## config.mk

```make
export PLATFORM = sky130hd
export DESIGN_NAME = pc_retstack
export DESIGN_NICKNAME = d
export VERILOG_FILES = /design/src/rtl/pc_retstack.sv
export SDC_FILE = /design/constraint.sdc
export NUM_CORES = 1
export LEC_CHECK = 0
export BUFFER_PORTS_ARGS = -buffer_cell sky130_fd_sc_hd__buf_2
export CAP_MARGIN = 15
export CORE_UTILIZATION = 60
export CTS_CLUSTER_DIAMETER = 150
export DETAILED_ROUTE_END_ITERATION = 10
export PLACE_DENSITY = 0.89
export SYNTH_ARGS = -nofsm -noshare
export SYNTH_HDL_FRONTEND = slang
export SYNTH_SLANG_ARGS = --single-unit
```

## constraint.sdc

```tcl
create_clock -name clk -period 3.76 [get_ports clk]
set_input_delay 0.188 -clock clk [delete_from_list [all_inputs] [get_ports clk]]
set_output_delay 0.188 -clock clk [all_outputs]
set_load 0.02 [all_outputs]
```

## src/rtl/pc_retstack.sv

```systemverilog
module pc_retstack #(
  parameter int unsigned PC_W    = 13,
  parameter int unsigned MEM_AW  = 11,
  parameter int unsigned DEPTH   = 8,
  parameter int unsigned RST_VEC = 0,
  parameter int unsigned IRQ_VEC = 4
) (
  input  logic              clk,
  input  logic              rst_n,
  input  logic              irq_take,
  input  logic              inc_en,
  input  logic              jump_req,
  input  logic              call_req,
  input  logic              ret_req,
  input  logic [PC_W-1:0]   target,
  output logic [MEM_AW-1:0] fetch_addr,
  output logic [PC_W-1:0]   pc
);
  localparam int unsigned SP_W = $clog2(DEPTH);

  logic [PC_W-1:0] stk [DEPTH];
  logic [SP_W-1:0] sp;

  wire [PC_W-1:0] pc_nxt  = pc + 1'b1;
  wire [SP_W-1:0] sp_dn   = sp - 1'b1;
  wire            do_push = irq_take | call_req;
  wire            do_pop  = ret_req & ~irq_take & ~call_req & ~jump_req;
  wire [PC_W-1:0] push_v  = irq_take ? pc : pc_nxt;

  assign fetch_addr = pc[MEM_AW-1:0];

  always_ff @(posedge clk or negedge rst_n) begin
    if (!rst_n)        pc <= PC_W'(RST_VEC);
    else if (irq_take) pc <= PC_W'(IRQ_VEC);
    else if (call_req) pc <= target;
    else if (jump_req) pc <= target;
    else if (ret_req)  pc <= stk[sp_dn];
    else if (inc_en)   pc <= pc_nxt;
  end

  always_ff @(posedge clk or negedge rst_n) begin
    if (!rst_n)       sp <= '0;
    else if (do_push) sp <= sp + 1'b1;
    else if (do_pop)  sp <= sp_dn;
  end

  always_ff @(posedge clk) begin
    if (rst_n && do_push) stk[sp] <= push_v;
  end


  irq_vector_chk: assert property (@(posedge clk) disable iff (!rst_n)
    irq_take |=> pc == PC_W'(IRQ_VEC));


  target_load_chk: assert property (@(posedge clk) disable iff (!rst_n)
    (!irq_take && (call_req || jump_req)) |=> pc == $past(target));


  step_chk: assert property (@(posedge clk) disable iff (!rst_n)
    (inc_en && !irq_take && !call_req && !jump_req && !ret_req)
      |=> pc == $past(pc) + 1'b1);


  idle_hold_chk: assert property (@(posedge clk) disable iff (!rst_n)
    (!inc_en && !irq_take && !call_req && !jump_req && !ret_req) |=> $stable(pc));


  pop_load_chk: assert property (@(posedge clk) disable iff (!rst_n)
    do_pop |=> pc == $past(stk[sp_dn]));
endmodule

```

# Word-level counts from Yosys, hierarchy flattened
# Memories as Yosys holds them, arrays and structs flattened.
# Cells that the tools add are included.
dict set report totals {
  ff_bits 16
  word_cells 26
  memories 1
  input_bits 20
  ramBits 104
  output_inout_bits 24
}
dict set report op_classes {
  reduce_logical 3
  bitwise 7
  addsub 3
  mux 10
}
# memory depth width read_ports rd_ports_with_merged_regs write_ports line
set memory_table {}
lappend memory_table {stk 8 13 1 0 1 21} ;# logic [PC_W-1:0] stk [DEPTH];
# operator n
set ops {}
lappend ops {{$mux 13} 6}
lappend ops {{$add 13x1->13 const B} 1}
lappend ops {{$mux 3} 2}
lappend ops {{$reduce_bool 5->1} 1}
lappend ops {{$add 3x1->3 const B} 1}
lappend ops {{$and 1x1->1} 3}
lappend ops {{$not 1->1} 3}
lappend ops {{$sub 3x1->3 const B} 1}
lappend ops {{$mux 1} 2}
lappend ops {{$reduce_bool 2->1} 1}
lappend ops {{$logic_and 1x1->1} 1}
lappend ops {{$or 1x1->1} 1}

# Longest topological paths before layout
# Gate-level depths: netlist (run 1).
dict set report depth {
  word_depth 6
  depth_mapped 11
  mapped_depth_nobuf 7
}

# Worst setup path after synthesis (run 1)
# Ideal clock, no wire load.
dict set report synth_path {
  path_type {flip-flop to flip-flop}
  from {reg sp[0]}
  to {reg pc[7]}
  synth_period_minus_slack_ps 2336
  path_stages_with_launch 12
  path_buffers 4
  required_time_ps 3622
  t_arrival_ps 2197
  path_slack_ps 1424
  setup_ps 138
  cell_sequence {dfrtp_1 -> buf_6 -> buf_4 -> inv_1 -> ha_1 -> buf_2 -> buf_2 -> mux4_1 -> mux2i_1 -> nor3_1 -> a221oi_1 -> a21oi_1}
}
dict set report synth_between {
  elab_chain_len 6
}
# element line
set synth_rtl {}
lappend synth_rtl {{start, declared} 22} ;# logic [SP_W-1:0] sp;
lappend synth_rtl {{start signal, assigned} 43} ;# else if (do_push) sp <= sp + 1'b1;
lappend synth_rtl {{start signal, assigned} 44} ;# else if (do_pop) sp <= sp_dn;
lappend synth_rtl {{$sub 3x1->3} 25} ;# wire [SP_W-1:0] sp_dn = sp - 1'b1;
lappend synth_rtl {{$mem_v2 8x13} n/a}
lappend synth_rtl {{$mux 13} 37} ;# else if (ret_req) pc <= stk[sp_dn];
lappend synth_rtl {{$mux 13} 36} ;# else if (jump_req) pc <= target;
lappend synth_rtl {{$mux 13} 35} ;# else if (call_req) pc <= target;
lappend synth_rtl {{$mux 13} 34} ;# else if (irq_take) pc <= PC_W'(IRQ_VEC);
lappend synth_rtl {{end signal, assigned} 34}
lappend synth_rtl {{end signal, assigned} 35}
lappend synth_rtl {{end signal, assigned} 36}
lappend synth_rtl {{end, declared} 17} ;# output logic [PC_W-1:0] pc
# No other way between the ends.
# A chain may end at the register's enable or synchronous reset.

# Worst setup path after layout (run 1)
dict set report layout_path {
  from {reg sp[1]}
  to {reg pc[7]}
}
# Same word-level chain as after synthesis.

==> results by group, run 1 <==
Status
  – Status: complete, but fails checks
  – Failing checks: design-rule violations

Global routing
  – Met1 Resource Use GR: 40.5%
  – GRT Max-Usage Layer: met2
  – M2 GR Usage: approximately half
  – Largest net degree at the start of global routing: 30
  – First-pass GRT wire length: between 15 and 20 mm
  – Initial antenna violation count: 0
  – Total Routing Usage GR: a little over 30%
  – Grt total ovfl: 0
  – Grt met3 use: between 6 and 7%
  – Vias in the first global route: approximately 3400

Pwr
  – Power Density: 742 nW/µm²
  – Psw: 1.55 mW
  – Clk pwr share: 31.0%
  – Sw Ratio: roughly 33%
  – P_int: 3.09 mW
  – Flop pwr share: 38.1%
  – Leakage power: 2.29 nW
  – Combinational Power Share: 30.9%
  – Peak VDD IR: between 400 and 500 µV

Timing
  – Worst Tran Pin Value: slightly below 0.8 ns
  – Final Hold Fails: 0
  – Final cycle utilization of the critical path: 71.6%
  – FMAX: 371 MHz
  – Final setup violation count: 0
  – Total negative slack: 0 ns
  – Clk_skew: 0.00737 ns
  – Final Critical Period: 2.69 ns
  – Slew Viols, Final: 0
  – Unrepaired setup endpoints after global routing: no
  – Rel. slew slack: 47.0%
  – Hold Slack: 0.0336 ns

Setup path
  – Startpoint types: register
  – Worst R2R Setup Slack: 1.07 ns
  – Crit path depth: 8
  – Setup crit end kind: register
  – Slowest-stage cell, CP: ha_1
  – CP max stage delay: between 0.6 and 0.7 ns
  – Delay-heaviest family, CP: adder cells
  – Class of the most critical setup path: reg -> reg
  – Worst path cell trace: inv_1 > ha_1 > buf_4 > mux4_1 > mux2i_1 > nor3_1 > a221oi_1 > a21oi_1
  – R2r startpoint: sp[1]$_DFFE_PN0P_
  – CP max FO: 14
  – Worst R2R Path Depth: 8
  – CP arrival: 3.06 ns
  – Worst reg2reg path endpoint: pc[7]$_DFFE_PN0P_
  – CP required: 4.13 ns
  – Bufs and invs on worst path: 2

Logic synthesis
  – Synth Instances: 342
  – Number of synthesized flops with an enable pin: between 100 and 150
  – Netlist Area Pre-Place: between 5000 and 6000 µm²
  – Synth Area per Inst: between 15 and 20 µm²
  – Cell variety after synth: 47
  – Top_reg_cell synth: edfxtp_1
  – Syn Nets: 365
  – Seq cells post-synth: 120
  – YS warnings: 0
  – Ys async rst share: 13.3%
  – Sequential share of the synthesized area: approximately 66%

Clocking
  – Number of hold buffers added after CTS: 10
  – Worst-Skew Late Latency: between 0.5 and 0.6 ns
  – Max Root-Sink Buffers: 2
  – CTS tree: yes
  – Root buf cell: clkbuf_8
  – Reg clk slew, reported paths: about 0.06 ns
  – Num CTS Buffers: 17
  – Setup bufs post-CTS: 0
  – H-tree level count: 4
  – PostCTS Resize Cnt: 0
  – Clock sinks: 120

Floorplanning
  – Core box area: 8680 µm²
  – Die Width: 96.5 µm
  – Initial Util: around 62%
  – Num rows: 34
  – Die Span Y: 96.5 µm
  – Io pins: 44
  – Die area: 9300 µm²

Routing
  – Wirelength per Cell: 24.9 µm
  – Final ANT Viol Nets: 0
  – Drt via density: about 7
  – Vias post-DR: 3512
  – Router iterations before antenna repair: 9
  – Routed wire length: 12.9 mm
  – Drt first-iter violations: 472
  – DRC: 1

Hold path
  – Hold Crit Class: in -> reg
  – WHS Endpoint: pc[7]$_DFFE_PN0P_
  – Hold path depth: 3
  – Hold path start: inc_en

Placed design
  – Post-DP HPWL: about 8 mm
  – IO Port Bufs: 43
  – GPL Wtd Cong: 0.922
  – Placed cell count: 474

Final layout
  – Area Growth Syn to Fin: 16.7%
  – Layout cells sized above 1: approximately 29%
  – Antenna diode count: 0
  – Final core utilization: 72.0%
  – Fillers: 516
  – Cell Count, Final, Fillers Out: 516
  – Multi-input logic area: ~1600 µm²
  – Register area: 3520 µm²
  – Final nets: 418

Job
  – Maxcap violations: 0
## tightest hold or removal path: cells and delay by family
kind	cells	cell delay (ns)
buf+inv	1	0.15
simple gates	1	0.09
compound gates	1	0.06
## cells in the mapped netlist, drive strengths merged (4+ instances only)
cell type    n  area share, %
xor2        11            1.9
edfxtp     104             58
nor2        20            1.4
mux4        26             11
o21ai       12            1.1
xnor2       13            2.1
inv          5           0.35
nand2       20            1.4
a221oi       4           0.77
nand2b       4           0.47
nand4        4           0.47
nand3       16            1.5
dfrtp       16            7.5
clkbuf       8           0.56
a22oi        6           0.84
nor3        12            1.1
and3         6           0.70
buf         23            3.0
## cells in the final DEF, fill, tap and decap left out, types with 5 or more instances in the layout
| cell | instances |
|---|---|
| edfxtp_1 | 104 |
| buf_2 | 43 |
| nand2_1 | 20 |
| nor2_1 | 20 |
| mux4_2 | 20 |
| nand3_1 | 16 |
| clkbuf_16 | 16 |
| dfrtp_1 | 15 |
| xnor2_1 | 13 |
| buf_4 | 12 |
| o21ai_0 | 11 |
| nor3_1 | 10 |
| xor2_1 | 10 |
| dlygate4sd3_1 | 10 |
| and3_1 | 6 |
| a22oi_1 | 6 |
| mux4_1 | 6 |
| inv_1 | 5 |
## sequential cells by signal (all words and copies together), names as in the netlist
signal	flops
stk	104
sp	3
pc	13
## per-layer routing
metal	up-vias	routed length, µm	share of wire, %
met5	-	0	0
met4	0	681	5.3
met3	72	1320	10
met2	284	6160	48
met1	1717	4690	36
li1	1439	-	-
## stage by stage
step / cell area, µm² / setup slack (ns) / power, mW
floorplan: 5350 / 1.42 / 2.81
global placement: 5610 / 1.34 / 3.08
detailed placement: 5610 / 1.16 / 3.16
CTS: 6250 / 1.12 / 4.61
global route: 6250 / 0.943 / 4.81
finish: 6250 / 1.07 / 4.64
## worst max-delay path by stage
stage,from,to,slack (ns)
global route,pc[0]$_DFFE_PN0P_,stk[4][12]$_DFFE_PP_,0.94
CTS,sp[1]$_DFFE_PN0P_,pc[7]$_DFFE_PN0P_,1.12
floorplan,sp[0]$_DFFE_PN0P_,pc[7]$_DFFE_PN0P_,1.42
global placement,sp[1]$_DFFE_PN0P_,pc[4]$_DFFE_PN0P_,1.34
finish,sp[1]$_DFFE_PN0P_,pc[7]$_DFFE_PN0P_,1.07
detailed placement,sp[1]$_DFFE_PN0P_,pc[7]$_DFFE_PN0P_,1.16
## kinds of logic (layout without fill, tap and decap cells)
group                      after synthesis  count (layout)  synth area share (%)
buffers and inverters                   37             103                  4.02
muxes                                   29              29                  11.9
and+or+nand+nor                         89              89                  8.04
DFF                                    120             120                  65.8
adders and majority gates                3               3                 0.701
xor gates and xnor gates                24              24                  4.07
AOI/OAI and AO/OA                       40              40                  5.40
## power groups by stage
stage	Combinational, mW	Sequential [mW]	Clock [mW]
floorplan	1.06	1.75	0
global placement	1.32	1.77	0
detailed placement	1.37	1.78	0
CTS	1.41	1.76	1.44
global route	1.53	1.78	1.51
finish	1.43	1.77	1.44
## final cells by class
cell class / instances / area share (%)
well taps: 108 / 2.16
repair buffers: 65 / 6.49
flip-flops and latches: 120 / 56.4
clock inverters: 15 / 1.94
inverters: 6 / 0.361
multi-input cells: 185 / 26.0
clock buffers: 17 / 6.63
Power figures use the tool's default switching activity.
==> run 2: changes to the inputs <==
- CORE_UTILIZATION: 60 -> 54
- PLACE_DENSITY: 0.89 -> 0.85
- clock period: 3.76 -> 2.2 ns (I/O delays scaled with it)
==> run 2 against run 1 <==
  * The run now ends clean
  * First-iteration DRC count grew 6.6%
  * Non-clock buffer count grew 23
  * Final cell count grew 8.5%
  * Global-route usage shrank 0.26 points
  * Worst hold slack lost 0.0034 ns
  * Register-to-register slack lost 1.0 ns
  * Setup slack lost 1.0 ns
  * Utilization shrank 1.5 points
  * Final area grew 6.2%
  * Die area grew 11%
  * Wire length grew 13%
  * Via count grew 5.2%
  * Largest power group unchanged
==> results by group, run 2 (synthesized netlist as in run 1, its figures left out) <==
Status
  – Status: finished, final reports clean

Floorplanning
  – Core box area: 9420 µm² (+8.5%)
  – Num rows: 35 (+2.9%)
  – Die Span Y: 102 µm (+5.3%)
  – Die Width: 102 µm (+5.3%)
  – Io pins: 44 (unchanged)
  – Die area: 10300 µm² (+11%)
  – Initial Util: 56.9% (-4.8 points)

Routing
  – Final ANT Viol Nets: 0 (unchanged)
  – Router iterations before antenna repair: 5 (-4)
  – Routed wire length: 14.5 mm (+13%)
  – DRC: 0 (-1)
  – Drt first-iter violations: 503 (+6.6%)
  – Wirelength per Cell: 26.0 µm (+4.3%)
  – Drt via density: 6.60 (-3.1%)
  – Vias post-DR: 3694 (+5.2%)

Global routing
  – Total Routing Usage GR: 30.5% (-0.26 points)
  – Initial antenna violation count: 0 (unchanged)
  – Largest net degree at the start of global routing: 30 (unchanged)
  – Grt total ovfl: 0 (unchanged)
  – First-pass GRT wire length: 21.9 mm (+12%)
  – Vias in the first global route: 3783 (+11%)

Pwr
  – Power Density: 1310 nW/µm² (+76%)
  – Peak VDD IR: 794 µV (+97%)
  – Leakage power: 2.46 nW (+7.8%)

Setup path
  – Setup crit end kind: register
  – Worst R2R Path Depth: 7 (-1)
  – CP required: 2.55 ns (-1.58 ns)
  – CP arrival: 2.51 ns (-0.55 ns)
  – Class of the most critical setup path: reg -> reg
  – Startpoint types: register
  – CP max FO: 6 (-8)

Timing
  – Final Hold Fails: 0 (unchanged)
  – Slew Viols, Final: 0 (unchanged)
  – Worst Tran Pin Value: 0.805 ns (+0.0158 ns)
  – Unrepaired setup endpoints after global routing: no
  – Final setup violation count: 0 (unchanged)
  – Total negative slack: 0 ns (unchanged)
  – FMAX: 464 MHz (+25%)
  – Final cycle utilization of the critical path: 98.0% (+26 points)
  – Clk_skew: 0.0110 ns (+0.00358 ns)
  – Hold Slack: 0.0302 ns (-0.00338 ns)
  – Final Critical Period: 2.16 ns (-0.537 ns)
  – Rel. slew slack: 45.9% (-1.1 points)

Final layout
  – Area Growth Syn to Fin: 23.9%
  – Largest register FFs: 104 (unchanged)
  – Top Registers: stk x104, pc x13, sp x3
  – Most frequent cells in the layout: edfxtp_1 (104), buf_2 (43), buf_4 (27)
  – Layout cells sized above 1: 32.5% (+3.8 points)
  – Fillers: 560 (+8.5%)
  – Final nets: 441 (+5.5%)
  – Antenna diode count: 0 (unchanged)
  – Most flops, register: stk
  – Commonest non-fill, non-tap cell in the layout: edfxtp_1

Clocking
  – Reg clk slew, reported paths: 0.06 ns (about the same)
  – Clock sinks: 120 (unchanged)
  – H-tree level count: 4 (unchanged)
  – Root buf cell: clkbuf_8
  – Num CTS Buffers: 17 (unchanged)
  – Max Root-Sink Buffers: 2 (unchanged)
  – CTS tree: yes
  – Setup bufs post-CTS: 0 (unchanged)
  – Worst-Skew Late Latency: 0.51 ns (about the same)

Job
  – Maxcap violations: 0 (unchanged)

Placed design
  – Post-DP HPWL: 8.67 mm (+7.2%)
  – IO Port Bufs: 43 (unchanged)
  – GPL Wtd Cong: 0.849 (-7.9%)

Hold path
  – Hold Crit Class: in -> async
## run 2: changes by cell type in the layout (fill, tap and decap cells not counted), sizes merged, moves of 2 or more
| cell | before | now |
|---|---|---|
| clkinv | 7 | 5 |
| buf | 55 | 75 |
| dlygate4sd3 | 10 | 12 |
| clkbuf | 17 | 22 |
| inv | 10 | 6 |
| bufinv | 0 | 3 |
## run 2: through the flow
stage	power (mW)	instance area (µm²)	setup WS, ns	utilization, %	std cells
floorplan	4.85	5370	-0.0261	-	342
global placement	5.56	5850	0.117	62.1	515
detailed placement	5.67	5850	0.0149	62.1	515
CTS	8.49	6570	0.0343	69.8	559
global route	8.96	6630	0.0185	70.5	560
finish	8.68	6630	0.0434	70.5	560
## run 2: worst paths after layout
kind                                   start                  to  slack (ns)
setup / recovery           sp[0]$_DFFE_PN0P_  pc[11]$_DFFE_PN0P_        0.04
hold / removal                         rst_n   sp[0]$_DFFE_PN0P_        0.03
setup reg to reg           sp[0]$_DFFE_PN0P_  pc[11]$_DFFE_PN0P_        0.04
hold reg to reg            pc[0]$_DFFE_PN0P_   pc[0]$_DFFE_PN0P_        0.62
max in group asynchronous              rst_n   pc[4]$_DFFE_PN0P_        1.70
min in group clk                   target[7]   pc[7]$_DFFE_PN0P_        0.05
## run 2: worst max-delay path, cell delays in order, from the launching register on
cell	delay, ns
dfrtp_2	0.46
inv_1	0.14
ha_4	0.19
xor2_4	0.27
mux4_2	0.35
and3_1	0.20
a221oi_1	0.23
o21ai_0	0.14
## run 2: routing by layer
metal | wire, µm | track usage [%] | part of all wire [%]
met1 | 5100 | 37.9 | 35
met2 | 7120 | 49.0 | 49
met3 | 1680 | 8.76 | 12
met4 | 650 | 15.8 | 4.5
met5 | 0 | 0 | 0
## run 2: repair_timing
| item | 4_1_cts | 5_1_grt |
|---|---|---|
| gates resized for setup | 2 | 6 |
| gates cloned | 0 | 1 |
| hold buffers | 12 | 0 |
| endpoints found under the hold margin | 27 | 0 |
| setup endpoints to repair | 6 | 26 |
## run 2: cell type report
type | count | area (µm²) | share of cell area, %
multi-input combinational | 185 | 1670 | 25.2
tap | 129 | 161 | 2.43
timing repair buffer | 88 | 663 | 10.0
inverter | 6 | 22.5 | 0.339
clock buffer | 21 | 439 | 6.62
clock inverter | 11 | 149 | 2.24
sequential | 120 | 3520 | 53.1
## run 2: power breakdown
group / switching [mW] / internal (mW) / total [mW]
registers: 0.155 / 2.83 / 2.99
logic: 1.59 / 1.37 / 2.96
clock network: 0.977 / 1.76 / 2.73
total: 2.72 / 5.96 / 8.68
==> run 3: changes to the inputs <==
- CORE_UTILIZATION: 54 -> 60
- PLACE_DENSITY: 0.85 -> 0.89
- clock period: 2.2 -> 2.69 ns (I/O delays scaled with it)
==> run 3 against run 2 <==
  * Setup slack better by 0.12 ns
  * Combinational power is 29% lower
  * Maximum frequency is 15% lower
  * Die area is 9.8% lower
  * Wire length is 6.3% lower
  * Final cell count is 5.9% lower
  * Count of clock-buffer cells in the layout is 4 lower
  * Critical path depth is 1 higher
  * Worst hold slack worse by 0.0082 ns
  * Final area is 3.8% lower
  * Largest power group unchanged
==> results by group, run 3 (synthesized netlist as in run 1, its figures left out) <==
Status
  – Status: finished, final reports clean

Global routing
  – Initial antenna violation count: 0 (unchanged)
  – Total Routing Usage GR: 32.2% (+1.7 points)
  – First-pass GRT wire length: 20.2 mm (-7.6%)
  – Largest net degree at the start of global routing: 30 (unchanged)
  – Grt total ovfl: 0 (unchanged)
  – Vias in the first global route: 3532 (-6.6%)

Setup path
  – CP startpoint: sp[1]$_DFFE_PN0P_
  – Startpoint types: register
  – Slowest-stage cell, CP: dfrtp_1
  – CP required: 3.07 ns (+0.52 ns)
  – Class of the most critical setup path: reg -> reg
  – CP arrival: 2.91 ns (+0.40 ns)
  – Worst R2R Setup Slack: 0.17 ns (+0.12 ns)
  – Setup crit end kind: register
  – CP max stage delay: 0.51 ns (+0.05 ns)
  – Worst path cell trace: inv_1 > ha_1 > buf_4 > mux4_2 > mux2i_1 > nor3_1 > a221oi_2 > nor2_1
  – CP max FO: 16 (+10)
  – Worst reg2reg path endpoint: pc[5]$_DFFE_PN0P_
  – Worst R2R Path Depth: 8 (+1)
  – R2r startpoint: sp[1]$_DFFE_PN0P_

Timing
  – Final setup violation count: 0 (unchanged)
  – Rel. slew slack: 48.1% (+2.1 points)
  – Slew Viols, Final: 0 (unchanged)
  – Final cycle utilization of the critical path: 93.8% (-4.3 points)
  – Final Hold Fails: 0 (unchanged)
  – FMAX: 396 MHz (-15%)
  – Post-route setup slack: 0.168 ns (+0.124 ns)
  – Worst Tran Pin Value: 0.776 ns (-0.0293 ns)
  – Clk_skew: 0.00888 ns (-0.00207 ns)
  – Unrepaired setup endpoints after global routing: no
  – Final Critical Period: 2.52 ns (+0.366 ns)
  – Total negative slack: 0 ns (unchanged)

Routing
  – Router iterations before antenna repair: 6 (+1)
  – Wirelength per Cell: 25.9 µm (-0.40%)
  – Final ANT Viol Nets: 0 (unchanged)
  – Drt first-iter violations: 667 (+33%)
  – DRC: 0 (unchanged)
  – Drt via density: 6.79 (+2.9%)
  – Routed wire length: 13.6 mm (-6.3%)
  – Vias post-DR: 3576 (-3.2%)

Clocking
  – Max Root-Sink Buffers: 2 (unchanged)
  – Worst-Skew Late Latency: 0.53 ns (+0.02 ns)
  – CTS tree: yes
  – Num CTS Buffers: 17 (unchanged)
  – Setup bufs post-CTS: 0 (unchanged)
  – H-tree level count: 4 (unchanged)
  – Reg clk slew, reported paths: 0.06 ns (about the same)
  – Clock sinks: 120 (unchanged)
  – Root buf cell: clkbuf_8

Final layout
  – Commonest non-fill, non-tap cell in the layout: edfxtp_1
  – Antenna diode count: 0 (unchanged)
  – Multi-input logic area: 1650 µm² (-1.6%)
  – Layout cells sized above 1: 30.3% (-2.2 points)
  – Fillers: 480 (-14%)
  – Area Growth Syn to Fin: 19.2%
  – Top Registers: stk x104, pc x13, sp x3
  – Most flops, register: stk
  – Largest register FFs: 104 (unchanged)
  – Post-route design area: 6380 µm² (-3.8%)
  – Most frequent cells in the layout: edfxtp_1 (104), buf_2 (43), nand2_1 (20), nor2_1 (20), mux4_2 (20)
  – Register area: 3520 µm² (unchanged)
  – Final nets: 429 (-2.7%)

Placed design
  – GPL Wtd Cong: 0.941 (+11%)
  – Worst slack at placement: 0.241 ns (+0.226 ns)
  – Post-DP HPWL: 7.64 mm (-12%)
  – Placed cell area: 5680 µm² (-2.8%)
  – IO Port Bufs: 43 (unchanged)

Floorplanning
  – Die Width: 96.5 µm (-5.0%)
  – Io pins: 44 (unchanged)
  – Core box area: 8680 µm² (-7.8%)
  – Die Span Y: 96.5 µm (-5.0%)
  – Die area: 9300 µm² (-9.8%)
  – Initial Util: 61.7% (+4.8 points)
  – Num rows: 34 (-2.9%)

Pwr
  – Peak VDD IR: 523 µV (-34%)
  – Power Density: 1040 nW/µm² (-20%)
  – Leakage power: 2.36 nW (-4.1%)

Job
  – Maxcap violations: 0 (unchanged)

Hold path
  – Hold Crit Class: in -> reg
  – WHS Endpoint: pc[8]$_DFFE_PN0P_
  – Hold path start: target[8]
  – Hold path depth: 3
==> run 3: changes by cell type in the layout (fill, tap and decap cells not counted), sizes merged <==
cell	before	now
inv	6	7
buf	75	63
clkbuf	22	17
dlygate4sd3	12	13
bufinv	3	1
clkinv	5	10
==> run 3: stage by stage <==
stage	instances	hold WS [ns]	power, mW	utilization (%)
2_1_floorplan	342	-0.161	3.93	-
3_3_place_gp	482	0.154	4.41	65.5
3_5_place_dp	482	0.143	4.47	65.5
4_1_cts	527	0.00198	6.58	73.3
5_1_grt	527	0.0323	6.90	73.5
6_report	527	0.0220	6.66	73.5
==> run 3: power breakdown <==
part | switching [mW] | internal (mW)
registers | 0.167 | 2.31
logic | 1.16 | 0.948
clock network | 0.844 | 1.22
total | 2.17 | 4.49
==> run 3: worst max path at each step <==
stage	endpoint	slack, ns
floorplan	pc[7]$_DFFE_PN0P_	0.35
global placement	stk[3][12]$_DFFE_PP_	0.35
detailed placement	stk[3][12]$_DFFE_PP_	0.24
CTS	stk[7][12]$_DFFE_PP_	0.18
global route	pc[11]$_DFFE_PN0P_	0.13
finish	pc[5]$_DFFE_PN0P_	0.17
==> run 3: area by class of cell <==
| cell class | instances | area share, % |
|---|---|---|
| Clock inverter | 15 | 2.04 |
| Tap cell | 108 | 2.12 |
| Clock buffer | 17 | 6.49 |
| Inverter | 6 | 0.353 |
| Sequential cell | 120 | 55.2 |
| Timing Repair Buffer | 76 | 7.96 |
| Multi-Input combinational cell | 185 | 25.8 |
==> run 3: what timing repair did <==
item	in CTS	in global routing
gates resized for setup	0	3
hold buffers	13	0
endpoints found under the hold margin	27	0
setup endpoints to repair	0	18
==> run 3: worst max-delay path: cells and delay by family, from the launching register on <==
| family | cells | cell delay (ns) |
|---|---|---|
| AOI/OAI and AO/OA | 1 | 0.20 |
| adders and majority gates | 1 | 0.47 |
| buffers and inverters | 2 | 0.46 |
| DFF | 1 | 0.51 |
| muxes | 2 | 0.55 |
| and+or+nand+nor | 2 | 0.18 |
==> run 3: metal layers <==
| metal | track usage, % | vias up | share of wire [%] |
|---|---|---|---|
| li1 | - | 1460 | - |
| met1 | 40.9 | 1739 | 35 |
| met2 | 47.7 | 300 | 47 |
| met3 | 9.62 | 77 | 11 |
| met4 | 22.5 | 0 | 6.2 |
| met5 | 0 | - | 0 |
